## src/rtl/tx_seq_pkg.sv

```systemverilog
package tx_seq_pkg;

  typedef enum logic [2:0] {
    MSG_NONE  = 3'd0,
    MSG_ENQ   = 3'd1,
    MSG_DATA  = 3'd2,
    MSG_CRC   = 3'd3,
    MSG_TOKEN = 3'd4
  } msg_kind_e;

  typedef enum logic [2:0] {
    S_IDLE,
    S_ENQ,
    S_WAIT_REPLY,
    S_DATA,
    S_CRC,
    S_WAIT_FINAL,
    S_PASS
  } seq_state_e;

  localparam int STAT_W     = 2;
  localparam int STAT_AVAIL = 0;
  localparam int STAT_ACKED = 1;

endpackage

```

## src/rtl/tx_seq_timer.sv

```systemverilog
module tx_seq_timer #(
  parameter int TIMEOUT = 64
) (
  input  logic clk,
  input  logic rst_n,
  input  logic start,
  input  logic run,
  output logic expired
);

  localparam int CNT_W = $clog2(TIMEOUT + 1);
  localparam logic [CNT_W-1:0] LIMIT = CNT_W'(TIMEOUT - 1);

  logic [CNT_W-1:0] cnt_q;
  logic [CNT_W-1:0] cnt_d;
  logic             cnt_en;

  always_comb begin
    cnt_en = start || (run && !expired);
    cnt_d  = start ? '0 : cnt_q + 1'b1;
  end

  always_ff @(posedge clk or negedge rst_n) begin
    if (!rst_n) begin
      cnt_q <= '0;
    end else if (cnt_en) begin
      cnt_q <= cnt_d;
    end
  end

  assign expired = run && (cnt_q == LIMIT);

endmodule

```

## src/rtl/tx_seq_status.sv

```systemverilog
module tx_seq_status
  import tx_seq_pkg::*;
(
  input  logic              clk,
  input  logic              rst_n,
  input  logic              cmd_tx_en,
  input  logic              done_ok,
  input  logic              done_fail,
  input  logic [STAT_W-1:0] irq_mask,
  output logic              accept,
  output logic [STAT_W-1:0] status,
  output logic              irq
);

  logic avail_q, avail_d;
  logic acked_q, acked_d;
  logic stat_en;
  logic [STAT_W-1:0] gated;

  assign accept  = cmd_tx_en && avail_q;
  assign stat_en = accept || done_ok || done_fail;

  always_comb begin
    avail_d = avail_q;
    acked_d = acked_q;
    if (done_ok || done_fail) begin
      avail_d = 1'b1;
      acked_d = done_ok;
    end else if (accept) begin
      avail_d = 1'b0;
      acked_d = 1'b0;
    end
  end

  always_ff @(posedge clk or negedge rst_n) begin
    if (!rst_n) begin
      avail_q <= 1'b1;
      acked_q <= 1'b0;
    end else if (stat_en) begin
      avail_q <= avail_d;
      acked_q <= acked_d;
    end
  end

  always_comb begin
    status             = '0;
    status[STAT_AVAIL] = avail_q;
    status[STAT_ACKED] = acked_q;
  end

  for (genvar i = 0; i < STAT_W; i++) begin : g_gate
    assign gated[i] = status[i] & irq_mask[i];
  end

  assign irq = |gated;

endmodule

```

## src/rtl/tx_seq_fsm.sv

```systemverilog
module tx_seq_fsm
  import tx_seq_pkg::*;
(
  input  logic       clk,
  input  logic       rst_n,
  input  logic       pending,
  input  logic       token_in,
  input  logic       msg_done,
  input  logic       rx_ack,
  input  logic       rx_nak,
  input  logic       timeout,
  output logic       msg_req,
  output logic [2:0] msg_kind,
  output logic       timer_start,
  output logic       timer_run,
  output logic       done_ok,
  output logic       done_fail
);

  seq_state_e state_q, state_d;
  msg_kind_e  kind;

  always_comb begin
    state_d   = state_q;
    done_ok   = 1'b0;
    done_fail = 1'b0;
    unique case (state_q)
      S_IDLE: begin
        if (token_in) state_d = pending ? S_ENQ : S_PASS;
      end
      S_ENQ: begin
        if (msg_done) state_d = S_WAIT_REPLY;
      end
      S_WAIT_REPLY: begin
        if (rx_ack)                 state_d = S_DATA;
        else if (rx_nak || timeout) state_d = S_PASS;
      end
      S_DATA: begin
        if (msg_done) state_d = S_CRC;
      end
      S_CRC: begin
        if (msg_done) state_d = S_WAIT_FINAL;
      end
      S_WAIT_FINAL: begin
        if (rx_ack) begin
          done_ok = 1'b1;
          state_d = S_PASS;
        end else if (rx_nak || timeout) begin
          done_fail = 1'b1;
          state_d   = S_PASS;
        end
      end
      S_PASS: begin
        if (msg_done) state_d = S_IDLE;
      end
      default: state_d = S_IDLE;
    endcase
  end

  always_ff @(posedge clk or negedge rst_n) begin
    if (!rst_n) begin
      state_q <= S_IDLE;
    end else begin
      state_q <= state_d;
    end
  end

  always_comb begin
    unique case (state_q)
      S_ENQ:   kind = MSG_ENQ;
      S_DATA:  kind = MSG_DATA;
      S_CRC:   kind = MSG_CRC;
      S_PASS:  kind = MSG_TOKEN;
      default: kind = MSG_NONE;
    endcase
  end

  assign msg_kind    = kind;
  assign msg_req     = (kind != MSG_NONE);
  assign timer_start = msg_done && ((state_q == S_ENQ) || (state_q == S_CRC));
  assign timer_run   = (state_q == S_WAIT_REPLY) || (state_q == S_WAIT_FINAL);

endmodule

```

## src/rtl/tx_seq_top.sv

```systemverilog
module tx_seq_top
  import tx_seq_pkg::*;
#(
  parameter int ID_W    = 8,
  parameter int TIMEOUT = 64
) (
  input  logic            clk,
  input  logic            rst_n,
  input  logic            cmd_tx_en,
  input  logic [ID_W-1:0] dest_id,
  input  logic            token_in,
  input  logic            msg_done,
  input  logic            rx_ack,
  input  logic            rx_nak,
  input  logic [1:0]      irq_mask,
  output logic            msg_req,
  output logic [2:0]      msg_kind,
  output logic [ID_W-1:0] msg_dest,
  output logic [1:0]      status,
  output logic            irq
);

  logic accept;
  logic done_ok, done_fail;
  logic timer_start, timer_run, timeout;
  logic [ID_W-1:0] dest_q;

  always_ff @(posedge clk or negedge rst_n) begin
    if (!rst_n) begin
      dest_q <= '0;
    end else if (accept) begin
      dest_q <= dest_id;
    end
  end

  assign msg_dest = dest_q;

  tx_seq_status u_status (
    .clk       (clk),
    .rst_n     (rst_n),
    .cmd_tx_en (cmd_tx_en),
    .done_ok   (done_ok),
    .done_fail (done_fail),
    .irq_mask  (irq_mask),
    .accept    (accept),
    .status    (status),
    .irq       (irq)
  );

  tx_seq_fsm u_fsm (
    .clk         (clk),
    .rst_n       (rst_n),
    .pending     (!status[STAT_AVAIL]),
    .token_in    (token_in),
    .msg_done    (msg_done),
    .rx_ack      (rx_ack),
    .rx_nak      (rx_nak),
    .timeout     (timeout),
    .msg_req     (msg_req),
    .msg_kind    (msg_kind),
    .timer_start (timer_start),
    .timer_run   (timer_run),
    .done_ok     (done_ok),
    .done_fail   (done_fail)
  );

  tx_seq_timer #(.TIMEOUT(TIMEOUT)) u_timer (
    .clk     (clk),
    .rst_n   (rst_n),
    .start   (timer_start),
    .run     (timer_run),
    .expired (timeout)
  );

endmodule

```

## config.mk

```make
export PLATFORM = sky130hd
export DESIGN_NAME = tx_seq_top
export DESIGN_NICKNAME = d
export VERILOG_FILES = /design/src/rtl/tx_seq_pkg.sv /design/src/rtl/tx_seq_timer.sv /design/src/rtl/tx_seq_status.sv /design/src/rtl/tx_seq_fsm.sv /design/src/rtl/tx_seq_top.sv
export SDC_FILE = /design/constraint.sdc
export NUM_CORES = 1
export LEC_CHECK = 0
export BUFFER_PORTS_ARGS = -buffer_cell sky130_fd_sc_hd__buf_4
export CORE_MARGIN = 1
export CORE_UTILIZATION = 47
export CTS_BUF_LIST = sky130_fd_sc_hd__clkbuf_8
export DETAILED_ROUTE_END_ITERATION = 16
export HOLD_SLACK_MARGIN = 0.08
export PLACE_DENSITY = 0.82
export SLEW_MARGIN = 15
export SYNTH_ARGS = -nofsm -noshare
export SYNTH_HDL_FRONTEND = slang
export SYNTH_SLANG_ARGS = --single-unit
```

## constraint.sdc

```tcl
create_clock -name clk -period 1.55 [get_ports clk]
set_input_delay 0.31 -clock clk [delete_from_list [all_inputs] [get_ports clk]]
set_output_delay 0.31 -clock clk [all_outputs]
set_load 0.02 [all_outputs]
```

==> flow_summary_export.csv, run 1 <==
group,metric,value,unit
timing,maxSlewHeadroom,74.9,%
power,p_per_area,2210,nW/um^2
clock_network,cts-root-buf,"clkbuf_8",
critical_path,path_cells,"buf_6 -> buf_4 -> o211ai_1 -> o311ai_2 -> a221o_1 -> o21ai_0",
layout,areaGrowthSynthToFinish,44.8,%
drt,wl_per_cell,15.2,um
drt,drtIter0Drc,22,
status,violations,"setup timing",
die,die_w,50.1,um
clock_network,clock_latency,0.26,ns
placement,port_buffers,31,
placement,dp.cells,168,
power,cellLeakagePower,0.745,nW
clock_network,clock_sinks,20,
drt,routed_via_density,5.67,
timing,rsz0062_at_grt,"true",
timing,period_minus_slack,1.61,ns
critical_path,cp.arrival,1.79,ns
clock_network,cts-buffers-inserted,3,
grt,grt-ovfl-total,0,
power,p_comb_share,58.1,%
power,p_int,2.09,mW
die,initial_utilization,49.7,%
grt,grt_usage,22.7,%
drt,first_pass_iters,4,
timing,fin_worst_skew,0.00408,ns
synthesis,avgSynthCellArea,10.4,sq um
timing,tightestPinTransition,0.375,ns
timing,setup_viol,2,
synthesis,ys_ff_latch,20,
clock_network,cts.path.max_buffers,2,
placement,placed_area,1390,sq um
critical_path,cp_slowest_stage_delay,0.45,ns
drt,ant_nets,0,
timing,slew_viol_final,0,
drt,wirelength,2.72,mm
power,power_frac_clock,14.9,%
synthesis,syn-instance-count,105,
synthesis,ys.flop_type,"dfrtp_1",
drt,num_vias,1015,
synthesis,synth_edf_count,0,
drt,drcViolationCount,0,
synthesis,synth.distinct_cells,42,
layout,diodes,0,
clock_network,clk_pin_slew_worst_paths,0.08,ns
critical_path,crit_slowest_cell,"dfrtp_2",
layout,final_nets,170,
synthesis,synth_area,1090,sq um
power,ir_drop,0.00163,V
die,io_pins,32,
placement,globalplace.congestion,0.913,
die,die_h,50.1,um
timing,hold_violations,0,
layout,layout_common_cells,"buf_4, dfrtp_1, mux2_2",
critical_path,cp-start-kind,"flop",
grt,antenna_found_initial,0,
synthesis,async_flop_share,100,%
layout,fin_util,72.0,%
layout,final_common_cell,"buf_4",
grt,grt_max_degree,21,
critical_path,crit_fanout,8,
critical_path,path_buf_inv,2,
power,switching_share,40.0,%
placement,dpl.hpwl,1.75,mm
die,dieArea,2510,sq um
power,power_frac_seq,26.9,%
synthesis,syn_nets,123,
layout,fill_cells,153,
timing,finalSetupTns,-0.0668,ns
synthesis,yosysSeqAreaShare,46.1,%
clock_network,h-tree-depth,1,
power,switchingPower,1.39,mW
layout,design_area,1580,sq um
critical_path,worstSetupPathType,"flop to flop",
critical_path,critPathTopFamily,"compound AO/OA/AOI/OAI gates",
layout,drive_above_1_share,51.7,%
worst_hold_path,worst_hold_path_type,"input pin to flop",
power,p_total,3.48,mW
status,outcome,"finished with violations",
timing,final.setup.worst_slack,-0.0612,ns
die,placementRows,17,
run,max-cap-violations,0,
synthesis,yosysWarnings,0,
grt,grt_pass1_vias,968,
clock_network,cts_tree,"yes",
critical_path,cp_data_required_time,1.73,ns
grt,grt_pass1_wl,4.28,mm
timing,timing.fmax,621,MHz
layout,instances_no_fill,179,
die,fp.coreArea,2190,sq um
timing,fin_crit_sh,104,%
critical_path,worst_setup_path_end_kind,"flop",
[area by class of cell]
| type | instances | area (sq um) | area share (%) |
|---|---|---|---|
| Clock buffer | 3 | 41.3 | 2.62 |
| Multi-Input combinational cell | 73 | 571 | 36.2 |
| Tap cell | 28 | 35.0 | 2.22 |
| Clock inverter | 1 | 30.0 | 1.90 |
| Timing Repair Buffer | 47 | 367 | 23.3 |
| Sequential cell | 20 | 504 | 32.0 |
| Inverter | 7 | 28.8 | 1.83 |
[worst paths after layout]
path	depth (start not counted)	endpoint	slack, ns	start
max reg2reg	6	u_fsm.state_q[2]	-0.06	u_fsm.state_q[0]
max in group asynchronous	2	u_status.avail_q	0.83	rst_n
min	2	u_status.avail_q	0.21	cmd_tx_en
max	6	u_fsm.state_q[2]	-0.06	u_fsm.state_q[0]
min in group asynchronous	2	msg_dest[5]	0.46	rst_n
min reg2reg	1	msg_dest[7]	0.51	msg_dest[7]
[flip-flops by register name, indices dropped and copies added (netlist names)]
register	count
u_timer.cnt_q	7
u_fsm.state_q	3
msg_dest	8
u_status.avail_q	1
u_status.acked_q	1
[per-stage QoR]
stage               setup WS, ns  hold WS [ns]
detailed placement      -0.00939         0.203
global route             -0.0793         0.204
floorplan                 0.0110        0.0144
finish                   -0.0612         0.210
global placement          0.0253         0.201
CTS                      -0.0296         0.197
[kinds of logic (layout without fill, tap and decap cells)]
| kind of cell | count (synthesis) | after routing | share of synthesized area [%] |
|---|---|---|---|
| AO/OA/AOI/OAI | 28 | 28 | 19.3 |
| XOR/XNOR | 2 | 2 | 1.61 |
| adder cells (fa/ha/maj) | 1 | 1 | 1.15 |
| buffers and inverters | 12 | 58 | 5.63 |
| flip-flops | 20 | 20 | 46.1 |
| multiplexers | 10 | 10 | 10.2 |
| AND/OR/NAND/NOR | 32 | 32 | 16.0 |
[worst reg2reg max path: stages (launching register included)]
cell      delay [ns]
dfrtp_2         0.45
buf_6           0.14
buf_4           0.16
o211ai_1        0.23
o311ai_2        0.14
a221o_1         0.34
o21ai_0         0.07
[power by group through the flow]
stage                     clock network [mW]  logic (mW)  registers, mW
final                                  0.520        2.02          0.938
after global routing                   0.542        2.16          0.960
after detailed placement                   0        1.72          0.914
after CTS                              0.530        1.81          0.912
after global placement                     0        1.69          0.899
after floorplan                            0        1.01           1.01
[cell usage after synthesis (2+ instances only)]
library cell | count | share of area [%]
inv_1 | 7 | 2.4
dfrtp_1 | 19 | 44
a21oi_1 | 2 | 0.92
nand2_1 | 9 | 3.1
mux2_2 | 9 | 9.3
nand4_1 | 2 | 1.1
a211oi_1 | 2 | 1.4
nand3_1 | 3 | 1.4
nor2_1 | 6 | 2.1
a22o_1 | 3 | 2.4
buf_4 | 4 | 2.8
o21ai_0 | 8 | 3.7
o211ai_1 | 2 | 1.4
[layer usage]
metal | global-route usage [%] | routed length (um) | share of wire (%)
met1 | 30.3 | 1170 | 43
met2 | 36.7 | 1390 | 51
met3 | 3.40 | 117 | 4.3
met4 | 9.05 | 42 | 1.5
met5 | 0 | 0 | 0
[timing repair]
action / CTS / global route
gates cloned: 0 / 0
hold buffers: 1 / 0
pin swaps: 0 / 8
endpoints found under the setup margin: 6 / 10
resized for setup: 5 / 14
buffers inserted: 2 / 4
endpoints found under the hold margin: 19 / 0
Power figures use the tool's default switching activity.
==> run 2: changes to the inputs <==
Settings changed: RECOVER_POWER set to 50.
==> run 2 against run 1 <==
The run still ends with setup timing left. Combinational power about the same. Via count is 0.49% lower. Count of clock-buffer cells in the layout unchanged. Total power shrank 1.0%. Hold slack about the same. Fmax barely moved. Final area is 0.87% lower. Global-route usage stayed put. Utilization is 0.63 points lower. Cell count did not move. Sequential cell count is the same. Highest routed layer unchanged.
==> flow_summary_export.csv, run 2 (synthesis results as in run 1) <==
group,metric,value,unit
timing,fin_crit_sh,104,%
layout,fill_cells,155,
clock_network,h-tree-depth,1,
critical_path,cp-start-kind,"flop",
timing,fin_worst_skew,0.00439,ns
layout,largest_reg_flops,8,
grt,antenna_found_initial,0,
clock_network,clk_pin_slew_worst_paths,0.08,ns
die,die_w,50.1,um
clock_network,cts_tree,"yes",
status,violations,"setup timing",
critical_path,crit_fanout,8,
critical_path,cp.arrival,1.79,ns
timing,period_minus_slack,1.61,ns
die,initial_utilization,49.7,%
timing,fin_hold_ws,0.210,ns
critical_path,worst_setup_path_end_kind,"flop",
power,cellLeakagePower,0.733,nW
layout,layout_common_cells,"buf_4, dfrtp_1, mux2_2",
critical_path,worstSetupPathType,"flop to flop",
critical_path,cp_data_required_time,1.73,ns
placement,dpl.hpwl,1.75,mm
drt,num_vias,1010,
placement,port_buffers,31,
layout,final_common_cell,"buf_4",
grt,grt-ovfl-total,0,
layout,final_nets,170,
timing,setup_viol,2,
grt,grt_pass1_vias,968,
die,dieArea,2510,sq um
clock_network,clock_sinks,20,
worst_hold_path,worst_hold_path_type,"input pin to flop",
drt,drcViolationCount,0,
run,max-cap-violations,0,
timing,slew_viol_final,0,
layout,drive_above_1_share,49.7,%
placement,globalplace.congestion,0.913,
clock_network,cts-buffers-inserted,3,
layout,fin_util,71.3,%
die,fp.coreArea,2190,sq um
timing,final.setup.worst_slack,-0.0605,ns
drt,wirelength,2.72,mm
layout,diodes,0,
clock_network,cts-root-buf,"clkbuf_8",
grt,grt_usage,22.7,%
drt,ant_nets,0,
timing,hold_violations,0,
timing,maxSlewHeadroom,67.2,%
timing,timing.fmax,621,MHz
die,io_pins,32,
timing,tightestPinTransition,0.493,ns
layout,areaGrowthSynthToFinish,43.6,%
timing,finalSetupTns,-0.0660,ns
layout,instances_no_fill,179,
status,outcome,"finished with violations",
drt,drtIter0Drc,20,
clock_network,cts.path.max_buffers,2,
timing,rsz0062_at_grt,"true",
die,die_h,50.1,um
power,ir_drop,0.00158,V
drt,wl_per_cell,15.2,um
drt,first_pass_iters,4,
drt,routed_via_density,5.64,
die,placementRows,17,
clock_network,clock_latency,0.26,ns
placement,dp.cells,168,
grt,grt_pass1_wl,4.28,mm
grt,grt_max_degree,21,
power,p_per_area,2210,nW/um^2
==> run 2: final timing paths <==
path | startpoint | to | slack, ns | cells after the start
worst min-delay path | cmd_tx_en | u_status.avail_q | 0.21 | 2
max in group asynchronous | rst_n | u_fsm.state_q[2] | 0.65 | 2
worst max-delay path | u_fsm.state_q[0] | u_fsm.state_q[2] | -0.06 | 6
min in group asynchronous | rst_n | msg_dest[5] | 0.54 | 2
worst max register to register | u_fsm.state_q[0] | u_fsm.state_q[2] | -0.06 | 6
worst min register to register | msg_dest[7] | msg_dest[7] | 0.51 | 1
==> run 2: stage by stage <==
step	area (sq um)	power, mW	setup WS, ns
finish	1560	3.45	-0.0605
global route	1560	3.63	-0.0793
CTS	1500	3.25	-0.0296
detailed placement	1390	2.63	-0.00939
global placement	1390	2.59	0.0253
floorplan	1090	2.02	0.0110
==> run 2: final cells by class <==
| type | count | area (sq um) | area share (%) |
|---|---|---|---|
| inverters | 7 | 28.8 | 1.84 |
| flip-flops and latches | 20 | 504 | 32.3 |
| repair buffers | 47 | 353 | 22.6 |
| multi-input cells | 73 | 571 | 36.5 |
| clock buffers | 3 | 41.3 | 2.64 |
| clock inverters | 1 | 30.0 | 1.92 |
| well taps | 28 | 35.0 | 2.24 |
==> run 2: what timing repair did <==
item / in CTS / in global routing
resized for setup: 5 / 14
hold buffers: 1 / 0
endpoints found under the hold margin: 19 / 0
setup buffers: 2 / 4
gates cloned: 0 / 0
pin swaps: 0 / 8
setup endpoints to repair: 6 / 10
==> run 2: layer usage <==
| layer | wire length (um) | share of wire (%) | vias up | GRT usage (%) |
|---|---|---|---|---|
| met5 | 0 | 0 | - | 0 |
| met4 | 42 | 1.5 | 0 | 9.05 |
| met3 | 115 | 4.2 | 6 | 3.40 |
| met2 | 1400 | 51 | 41 | 36.7 |
| met1 | 1170 | 43 | 487 | 30.3 |
| li1 | - | - | 476 | - |
==> run 2: power breakdown <==
group          internal (mW)  switching [mW]
clock network          0.345           0.175
registers              0.747           0.191
logic                  0.965            1.03
total                   2.06            1.39
==> run 2: critical path, stage by stage (launching register included) <==
cell	delay, ns
dfrtp_2	0.45
buf_6	0.14
buf_4	0.16
o211ai_1	0.22
o311ai_2	0.14
a221o_1	0.34
o21ai_0	0.07
